File: src/rtl/mdio_pkg.sv
package mdio_pkg;
  localparam int FRAME_BITS = 64;
  localparam int PRE_BITS   = 32;
  localparam int TA_FIRST   = 46;
  localparam int DATA_FIRST = 48;

  localparam logic [1:0] ADDR_CTRL = 2'd0;
  localparam logic [1:0] ADDR_USER = 2'd1;
  localparam logic [1:0] ADDR_LINK = 2'd2;

  localparam int B_GO   = 31;
  localparam int B_WR   = 30;
  localparam int B_ACK  = 29;
  localparam int B_IDLE = 31;
  localparam int B_EN   = 30;

  localparam logic [4:0] STATUS_REG = 5'd1;
  localparam int         LINK_BIT   = 2;

  typedef enum logic [1:0] {ENG_IDLE, ENG_WAIT, ENG_SHIFT} eng_state_t;

  typedef struct packed {
    logic        wr;
    logic [4:0]  phy;
    logic [4:0]  regad;
    logic [15:0] data;
  } mdio_cmd_t;
endpackage

File: src/rtl/mdio_clkgen.sv
module mdio_clkgen #(
  parameter int DIV_W = 8
) (
  input  logic             clk,
  input  logic             rst,
  input  logic             run,
  input  logic [DIV_W-1:0] div,
  output logic             mdc,
  output logic             rise_stb,
  output logic             fall_stb
);
  logic [DIV_W-1:0] cnt;
  logic             mdc_q;
  logic             tick;

  assign tick     = run && (cnt >= div);
  assign rise_stb = tick && !mdc_q;
  assign fall_stb = tick && mdc_q;
  assign mdc      = mdc_q;

  always_ff @(posedge clk) begin
    if (rst) begin
      cnt   <= '0;
      mdc_q <= 1'b0;
    end else if (!run) begin
      cnt   <= '0;
      mdc_q <= 1'b0;
    end else if (tick) begin
      cnt   <= '0;
      mdc_q <= ~mdc_q;
    end else begin
      cnt <= cnt + 1'b1;
    end
  end

  // MDC only rises through the divider's rise strobe
  p_mdc_rise_strobe_r7: assert property (@(posedge clk) disable iff (rst)
    $rose(mdc_q) |-> $past(rise_stb));

  // MDC is held low whenever the divider is not running
  p_mdc_low_stopped_r7: assert property (@(posedge clk) disable iff (rst)
    $past(!run) |-> !mdc_q);
endmodule

File: src/rtl/mdio_engine.sv
module mdio_engine
  import mdio_pkg::*;
(
  input  logic        clk,
  input  logic        rst,
  input  logic        start,
  input  mdio_cmd_t   cmd,
  input  logic        rise_stb,
  input  logic        fall_stb,
  input  logic        mdio_i,
  output logic        idle,
  output logic        mdio_o,
  output logic        mdio_oe,
  output logic        done,
  output logic        rd_ack,
  output logic [15:0] rd_data
);
  localparam int IDX_W = $clog2(FRAME_BITS);

  eng_state_t            st;
  mdio_cmd_t             cmd_q;
  logic [FRAME_BITS-1:0] tx_sr;
  logic [IDX_W-1:0]      idx;
  logic [15:0]           rx_sr;
  logic                  ack_q;
  logic                  oe_q;
  logic                  done_q;

  function automatic logic [FRAME_BITS-1:0] build_frame(mdio_cmd_t c);
    build_frame = {{PRE_BITS{1'b1}}, 2'b01, (c.wr ? 2'b01 : 2'b10),
                   c.phy, c.regad, (c.wr ? 2'b10 : 2'b11),
                   (c.wr ? c.data : 16'hFFFF)};
  endfunction

  always_ff @(posedge clk) begin
    if (rst) begin
      st     <= ENG_IDLE;
      cmd_q  <= '0;
      tx_sr  <= '1;
      idx    <= '0;
      rx_sr  <= '0;
      ack_q  <= 1'b0;
      oe_q   <= 1'b0;
      done_q <= 1'b0;
    end else begin
      done_q <= 1'b0;
      case (st)
        ENG_IDLE: begin
          if (start) begin
            cmd_q <= cmd;
            st    <= ENG_WAIT;
          end
        end
        ENG_WAIT: begin
          if (fall_stb) begin
            tx_sr <= build_frame(cmd_q);
            idx   <= '0;
            oe_q  <= 1'b1;
            ack_q <= 1'b0;
            st    <= ENG_SHIFT;
          end
        end
        ENG_SHIFT: begin
          if (rise_stb && !cmd_q.wr) begin
            if (idx == IDX_W'(TA_FIRST + 1))
              ack_q <= ~mdio_i;
            if (idx >= IDX_W'(DATA_FIRST))
              rx_sr <= {rx_sr[14:0], mdio_i};
          end
          if (fall_stb) begin
            if (idx == IDX_W'(FRAME_BITS - 1)) begin
              st     <= ENG_IDLE;
              oe_q   <= 1'b0;
              tx_sr  <= '1;
              done_q <= 1'b1;
            end else begin
              idx   <= idx + 1'b1;
              tx_sr <= {tx_sr[FRAME_BITS-2:0], 1'b1};
              oe_q  <= cmd_q.wr || (idx < IDX_W'(TA_FIRST - 1));
            end
          end
        end
        default: st <= ENG_IDLE;
      endcase
    end
  end

  assign idle    = (st == ENG_IDLE);
  assign mdio_o  = tx_sr[FRAME_BITS-1];
  assign mdio_oe = oe_q;
  assign done    = done_q;
  assign rd_ack  = ack_q;
  assign rd_data = rx_sr;

  // the driven value only moves on a falling MDC strobe
  p_out_on_fall_r8: assert property (@(posedge clk) disable iff (rst)
    (mdio_o != $past(mdio_o)) |-> $past(fall_stb));

  // line released during turnaround and data of a read
  p_release_on_read_r6: assert property (@(posedge clk) disable iff (rst)
    (st == ENG_SHIFT && !cmd_q.wr && idx >= IDX_W'(TA_FIRST)) |-> !mdio_oe);

  // acknowledge only ever comes from a read frame
  p_ack_read_only_r6: assert property (@(posedge clk) disable iff (rst)
    $rose(ack_q) |-> !cmd_q.wr);

  // a completion is only reported out of an active frame
  p_done_from_shift_r2: assert property (@(posedge clk) disable iff (rst)
    done_q |-> $past(st == ENG_SHIFT));
endmodule

File: src/rtl/mdio_mgmt_ctrl.sv
module mdio_mgmt_ctrl
  import mdio_pkg::*;
#(
  parameter int DIV_W   = 8,
  parameter int NUM_PHY = 32
) (
  input  logic        clk,
  input  logic        rst,
  input  logic        bus_sel,
  input  logic        bus_we,
  input  logic [1:0]  bus_addr,
  input  logic [31:0] bus_wdata,
  output logic [31:0] bus_rdata,
  output logic        mdc,
  output logic        mdio_o,
  output logic        mdio_oe,
  input  logic        mdio_i
);
  localparam int CTRL_PAD = 30 - DIV_W;

  logic               en_q;
  logic [DIV_W-1:0]   div_q;
  logic               go_q;
  logic               wr_q;
  logic               ack_q;
  logic [4:0]         regad_q;
  logic [4:0]         phy_q;
  logic [15:0]        data_q;
  logic [NUM_PHY-1:0] link_q;
  logic [31:0]        rdata_q;

  logic               wr_ctrl;
  logic               wr_user;
  logic               start;
  mdio_cmd_t          new_cmd;

  logic               rise_stb;
  logic               fall_stb;
  logic               eng_idle;
  logic               eng_done;
  logic               eng_ack;
  logic [15:0]        eng_data;

  logic [31:0]        ctrl_word;
  logic [31:0]        user_word;
  logic [31:0]        link_word;

  assign wr_ctrl = bus_sel && bus_we && (bus_addr == ADDR_CTRL);
  assign wr_user = bus_sel && bus_we && (bus_addr == ADDR_USER);
  assign start   = wr_user && bus_wdata[B_GO] && en_q && !go_q;

  assign new_cmd.wr    = bus_wdata[B_WR];
  assign new_cmd.phy   = bus_wdata[20:16];
  assign new_cmd.regad = bus_wdata[25:21];
  assign new_cmd.data  = bus_wdata[15:0];

  mdio_clkgen #(.DIV_W(DIV_W)) u_clkgen (
    .clk      (clk),
    .rst      (rst),
    .run      (en_q || !eng_idle),
    .div      (div_q),
    .mdc      (mdc),
    .rise_stb (rise_stb),
    .fall_stb (fall_stb)
  );

  mdio_engine u_engine (
    .clk      (clk),
    .rst      (rst),
    .start    (start),
    .cmd      (new_cmd),
    .rise_stb (rise_stb),
    .fall_stb (fall_stb),
    .mdio_i   (mdio_i),
    .idle     (eng_idle),
    .mdio_o   (mdio_o),
    .mdio_oe  (mdio_oe),
    .done     (eng_done),
    .rd_ack   (eng_ack),
    .rd_data  (eng_data)
  );

  always_ff @(posedge clk) begin
    if (rst) begin
      en_q  <= 1'b0;
      div_q <= '0;
    end else if (wr_ctrl) begin
      en_q  <= bus_wdata[B_EN];
      div_q <= bus_wdata[DIV_W-1:0];
    end
  end

  always_ff @(posedge clk) begin
    if (rst) begin
      go_q    <= 1'b0;
      wr_q    <= 1'b0;
      ack_q   <= 1'b0;
      regad_q <= '0;
      phy_q   <= '0;
      data_q  <= '0;
    end else if (start) begin
      go_q    <= 1'b1;
      wr_q    <= new_cmd.wr;
      ack_q   <= 1'b0;
      regad_q <= new_cmd.regad;
      phy_q   <= new_cmd.phy;
      data_q  <= new_cmd.data;
    end else if (eng_done && go_q) begin
      go_q <= 1'b0;
      if (!wr_q) begin
        ack_q  <= eng_ack;
        data_q <= eng_data;
      end
    end
  end

  for (genvar i = 0; i < NUM_PHY; i++) begin : g_link
    always_ff @(posedge clk) begin
      if (rst)
        link_q[i] <= 1'b0;
      else if (eng_done && go_q && !wr_q && eng_ack &&
               regad_q == STATUS_REG && phy_q == 5'(i))
        link_q[i] <= eng_data[LINK_BIT];
    end
  end

  assign ctrl_word = {eng_idle, en_q, {CTRL_PAD{1'b0}}, div_q};
  assign user_word = {go_q, wr_q, ack_q, 3'b000, regad_q, phy_q, data_q};

  always_comb begin
    link_word              = '0;
    link_word[NUM_PHY-1:0] = link_q;
  end

  always_ff @(posedge clk) begin
    if (rst) begin
      rdata_q <= '0;
    end else if (bus_sel && !bus_we) begin
      case (bus_addr)
        ADDR_CTRL: rdata_q <= ctrl_word;
        ADDR_USER: rdata_q <= user_word;
        ADDR_LINK: rdata_q <= link_word;
        default:   rdata_q <= '0;
      endcase
    end
  end

  assign bus_rdata = rdata_q;

  // a command is only taken while enabled
  p_go_needs_enable_r4: assert property (@(posedge clk) disable iff (rst)
    $rose(go_q) |-> $past(en_q));

  // GO only clears once the engine reports the frame finished
  p_go_clears_on_done_r2: assert property (@(posedge clk) disable iff (rst)
    $fell(go_q) |-> $past(eng_done));

  // idle flag is low while a command is outstanding
  p_busy_not_idle_r9: assert property (@(posedge clk) disable iff (rst)
    (go_q && !eng_done) |-> !eng_idle);

  // command fields hold while GO stays set
  p_cmd_stable_r3: assert property (@(posedge clk) disable iff (rst)
    (go_q && $past(go_q)) |-> $stable({wr_q, regad_q, phy_q}));

  // link bits only move on an acknowledged completion
  p_link_on_ack_r10: assert property (@(posedge clk) disable iff (rst)
    !$stable(link_q) |-> $past(eng_done && eng_ack));
endmodule

File: config.mk
export PLATFORM = sky130hd
export DESIGN_NAME = mdio_mgmt_ctrl
export DESIGN_NICKNAME = d
export VERILOG_FILES = /design/src/rtl/mdio_pkg.sv /design/src/rtl/mdio_clkgen.sv /design/src/rtl/mdio_engine.sv /design/src/rtl/mdio_mgmt_ctrl.sv
export SDC_FILE = /design/constraint.sdc
export NUM_CORES = 1
export LEC_CHECK = 0
export BUFFER_PORTS_ARGS = -buffer_cell sky130_fd_sc_hd__buf_2
export CORE_MARGIN = 2
export CORE_UTILIZATION = 40
export CTS_CLUSTER_DIAMETER = 30
export CTS_CLUSTER_SIZE = 25
export DETAILED_ROUTE_END_ITERATION = 8
export GPL_ROUTABILITY_DRIVEN = 0
export PLACE_DENSITY_LB_ADDON = 0.25
export SYNTH_ARGS = -nofsm -noshare
export SYNTH_HDL_FRONTEND = slang
export SYNTH_SLANG_ARGS = --single-unit
File: constraint.sdc
create_clock -name clk -period 6.2 [get_ports clk]
set_clock_uncertainty 0.2 [all_clocks]
set_input_delay 0.62 -clock clk [delete_from_list [all_inputs] [get_ports clk]]
set_output_delay 0.62 -clock clk [all_outputs]
set_load 0.02 [all_outputs]
==> results.txt <==
The number of vias in the routed layout came out at 8982. The tightest min-delay check is of the in2reg type. The antenna diode count came out at 0. Based on the critical path, the design can be clocked at up to 303 MHz.

The hold buffer count at cts came out at 0. The total power came out at 0.00423 W. The net count after synthesis came out at 1277. The mean area per synthesized cell came out at 8.51 um2.

After routing the design area is 0.0124 mm2. The global-route wire length before repair came out at 45.0 mm. The initial DRC count came out at 652. Summing the areas of all compound-gate instances in the mapped netlist gives 18.7% of the synthesized area.

The area inside the core boundary is 0.0258 mm2. The cell leakage power came out at 4.42 nW. After detailed routing, the number of vias per cell comes to 5.59. The final critical-path share of the clock period came out at 53.3%. The latest clock arrival within the worst-skew pair is 0.54 ns. The die covers 0.0274 mm2. The cell with the largest stage delay on the worst path is sky130_fd_sc_hd__nand3_2. The combined buffer and inverter count along the critical path came out at 2. The number of slew-limit violations in the final report came out at 0. The number of cells on the critical path came out at 8. The main combinational cell family by area after synthesis is simple AND/OR/NAND/NOR gates.

The area added between synthesis and finish is 18.6%. Setup violations remaining at the end of the flow were counted as 0. The dominant synthesized flop cell is sky130_fd_sc_hd__dfxtp_1. The post-CTS setup repair buffer count came out at 0.

The utilization after layout is 47.9%. In the layout the commonest cells are sky130_fd_sc_hd__dfxtp_1 (229), sky130_fd_sc_hd__nor2_1 (118), sky130_fd_sc_hd__nand2_1 (107), sky130_fd_sc_hd__a21oi_1 (77), sky130_fd_sc_hd__buf_2 (68). The number of buffers added on ports came out at 69. The post-DP HPWL came out at 15.9 mm. The starting utilization of the core area came out at 40.4%. The worst-path maximum fanout is 66. The post-place instance area came out at 0.0107 mm2. The floorplan step set the die height to 166 um. Synthesis produced a netlist whose cell count is 1227. The number of DRC violations after detailed routing is 0. The path depth of the worst reg2reg path is 8. After synthesis the cells add up to 0.0104 mm2. The basic-gate share of the synthesized area counting and, or, nand and nor cells is 23.7%.

The CTS buffer count came out at 48. The filler-free cell count of the finished design is 1607. TritonCTS built the clock tree. For this run, the total global-route usage over all layers was measured as 19.2%. The fraction of registers with async set/reset came out at 0%. The synthesized flop and latch total is 229. The number of placement rows is 59. The number of H-tree branching levels came out at 2. The worst stage delay on the critical path is 0.69 ns. The power density over cell area came out at 342 mW/mm2. After routing, the total negative slack on setup checks comes to 0 ns.

The transition time at the pin with the least slew margin came out at 1.17 ns. The clock sink total is 229. The arrival time reported for the critical path endpoint is 3.53 ns. Leaving out fill and tap cells, the most frequent cell in the layout is sky130_fd_sc_hd__dfxtp_1. The final critical-path required period is 3.30 ns. The run finished with clean final reports. The final number of hold-violating endpoints is 0. The tool flagged a number of max-cap violations equal to 0. The adder-cell share of the synthesized area came out at 1.32%. The cell family contributing the most delay on the critical path is simple AND/OR/NAND/NOR gates. STA puts the critical path data required time at 6.43 ns. The number of global-route vias before repair is 8484. Wires add up to 27.1 mm. The final layout contains 1284 nets. The sequential area share after synthesis is 43.9%. The type of destination of the critical path is a flop.

The number of enable-type register cells in the synthesized netlist came out at 0. The initial antenna violation count is 0. Setup repair after global routing left no endpoint under its margin.

The maximum number of pins on one net before global-route repair came out at 96. Counting distinct cell types in the post-synthesis netlist gives 59. The critical path goes through inv_1 -> ha_1 -> nand2b_4 -> a2111oi_4 -> o31ai_4 -> buf_4 -> nand3_2 -> o311ai_0. The master cell of the clock root buffer is sky130_fd_sc_hd__clkbuf_16. The maximum buffer depth of the clock tree came out at 3. The residual antenna-violating net count after detailed routing is 0.

The number of filler instances in the final layout came out at 2513. The number of cells traversed by the worst hold path is 3. Pin placement for this block handled 74 I/O pins. The type of origin of the critical path is a flop. The maximum resistive drop on vdd came out at 0.000203 V. Clock-pin slew was measured on the worst setup and hold paths at 0.05 ns. The first detailed-routing pass ran for 5 iterations. The count of synthesis-stage warnings from yosys is 0.

The fraction of final layout cells with drive strength greater than 1 is 14.7%. The critical path is of the reg2reg type. The number of instances resized during post-cts repair came out at 0. The mean routed wirelength per cell is 16.9 um. The total global routing overflow came out at 0. The x dimension of the die came out at 166 um.

The tightest slew margin relative to the limit is 22.0%. The fraction of synthesized area in multiplexers is 5.46%. The number of cells after detailed placement came out at 1519. The post-synthesis share of cell area spent on xor and xnor gates is 0.587%.
worst min-delay path, cell delays in order:
cell and delay (ns):
sky130_fd_sc_hd__buf_2 0.10, sky130_fd_sc_hd__nand2_1 0.05, sky130_fd_sc_hd__a21oi_1 0.05
routing by layer:
metal	track usage, %	vias to the layer above	wire length, um
met1	27.1	4263	13200
li1	-	4485	-
met2	29.7	194	12100
met3	4.01	40	1280
met4	5.07	0	490
met5	0	-	0
final cells by class:
class | instances | area [um2] | share of cell area (%)
timing repair buffer | 84 | 460 | 3.72
clock buffer | 64 | 1310 | 10.6
inverter | 15 | 56.3 | 0.455
clock inverter | 24 | 325 | 2.63
multi-input combinational | 856 | 5230 | 42.2
sequential | 229 | 4580 | 37.0
tap | 335 | 419 | 3.38
flip-flops by register name, indices dropped and copies added, names as in the netlist, 2 cells and up:
register	flops
u_engine.cmd_q	27
u_clkgen.cnt	8
div_q	8
u_engine.tx_sr	64
data_q	16
u_engine.rd_data	16
bus_rdata	32
regad_q	5
u_engine.idx	6
phy_q	5
link_q	32
u_engine.st	2
power by group:
group / switching, W / internal, W / total, W / leakage, nW
Combinational: 0.000125 / 0.0000419 / 0.000167 / 1.77
Clock: 0.000830 / 0.00174 / 0.00257 / 0.804
Sequential: 0.00000766 / 0.00149 / 0.00150 / 1.85
Total: 0.000963 / 0.00327 / 0.00423 / 4.42
cell usage after synthesis (2+ instances only):
cell type                    n  share of area [%]
sky130_fd_sc_hd__nor2b_1     9               0.54
sky130_fd_sc_hd__nand3_1    39                1.9
sky130_fd_sc_hd__o21a_1      2               0.14
sky130_fd_sc_hd__buf_6      10                1.1
sky130_fd_sc_hd__nand3b_1   20                1.4
sky130_fd_sc_hd__o311ai_0    9               0.75
sky130_fd_sc_hd__a211oi_1   27                1.9
sky130_fd_sc_hd__dfxtp_1   229                 44
sky130_fd_sc_hd__clkbuf_2    2              0.096
sky130_fd_sc_hd__a31oi_1    41                2.5
sky130_fd_sc_hd__o31ai_1    33                2.4
sky130_fd_sc_hd__a22oi_1     4               0.29
sky130_fd_sc_hd__nor2_1    119                4.3
sky130_fd_sc_hd__xnor2_1     3               0.25
sky130_fd_sc_hd__o21ai_1    23                1.1
sky130_fd_sc_hd__a21oi_1    77                3.7
sky130_fd_sc_hd__nand4_1     7               0.42
sky130_fd_sc_hd__a211o_1    17                1.4
sky130_fd_sc_hd__nor4_4      2               0.41
sky130_fd_sc_hd__nor4_1     56                3.4
sky130_fd_sc_hd__nor3_1     52                2.5
sky130_fd_sc_hd__and2_1      6               0.36
sky130_fd_sc_hd__nor4_2      2               0.24
sky130_fd_sc_hd__o21ai_0    32                1.5
sky130_fd_sc_hd__buf_4       5               0.36
sky130_fd_sc_hd__o211ai_1    2               0.14
sky130_fd_sc_hd__or4_1       3               0.22
sky130_fd_sc_hd__mux2i_1    57                5.5
sky130_fd_sc_hd__nand2_1   107                3.8
sky130_fd_sc_hd__inv_1      15               0.54
sky130_fd_sc_hd__buf_1       7               0.25
sky130_fd_sc_hd__o311ai_1    3               0.25
sky130_fd_sc_hd__and4b_1     2               0.19
sky130_fd_sc_hd__buf_2      33                1.6
sky130_fd_sc_hd__or3_1       2               0.12
sky130_fd_sc_hd__ha_1       11                1.3
sky130_fd_sc_hd__a221oi_1   19                1.6
sky130_fd_sc_hd__nand2b_1   43                2.6
sky130_fd_sc_hd__clkbuf_1   70                2.5
sky130_fd_sc_hd__xor2_1      4               0.34
sky130_fd_sc_hd__nor3_2      4               0.38
sky130_fd_sc_hd__and3_1      2               0.12
logic make-up (layout without fill, tap and decap cells):
logic type / after synthesis / in the layout
AO/OA/AOI/OAI: 297 / 297
XOR/XNOR: 7 / 7
adder cells (fa/ha/maj): 11 / 11
buffers and inverters: 142 / 187
flip-flops: 229 / 229
multiplexers: 57 / 57
AND/OR/NAND/NOR: 484 / 484
metrics by stage:
stage	setup WS, ns	hold slack, ns
2_1_floorplan	3.96	0.227
4_1_cts	2.88	0.122
3_3_place_gp	2.90	0.233
5_1_grt	2.60	0.133
6_report	2.90	0.136
3_5_place_dp	2.85	0.243
path summary, 6_finish.rpt:
| kind | start | end | slack, ns |
|---|---|---|---|
| worst max-delay path | u_clkgen.cnt[0]$_SDFF_PP0_ | u_engine.tx_sr[25]$_SDFFE_PP1P_ | 2.90 |
| worst min-delay path | bus_wdata[19] | u_engine.cmd_q[24]$_SDFFE_PP0P_ | 0.14 |
| worst max register to register | u_clkgen.cnt[0]$_SDFF_PP0_ | u_engine.tx_sr[25]$_SDFFE_PP1P_ | 2.90 |
| worst min register to register | u_engine.cmd_q[8]$_SDFFE_PP0P_ | u_engine.cmd_q[8]$_SDFFE_PP0P_ | 0.25 |
Power figures use the tool's default switching activity.
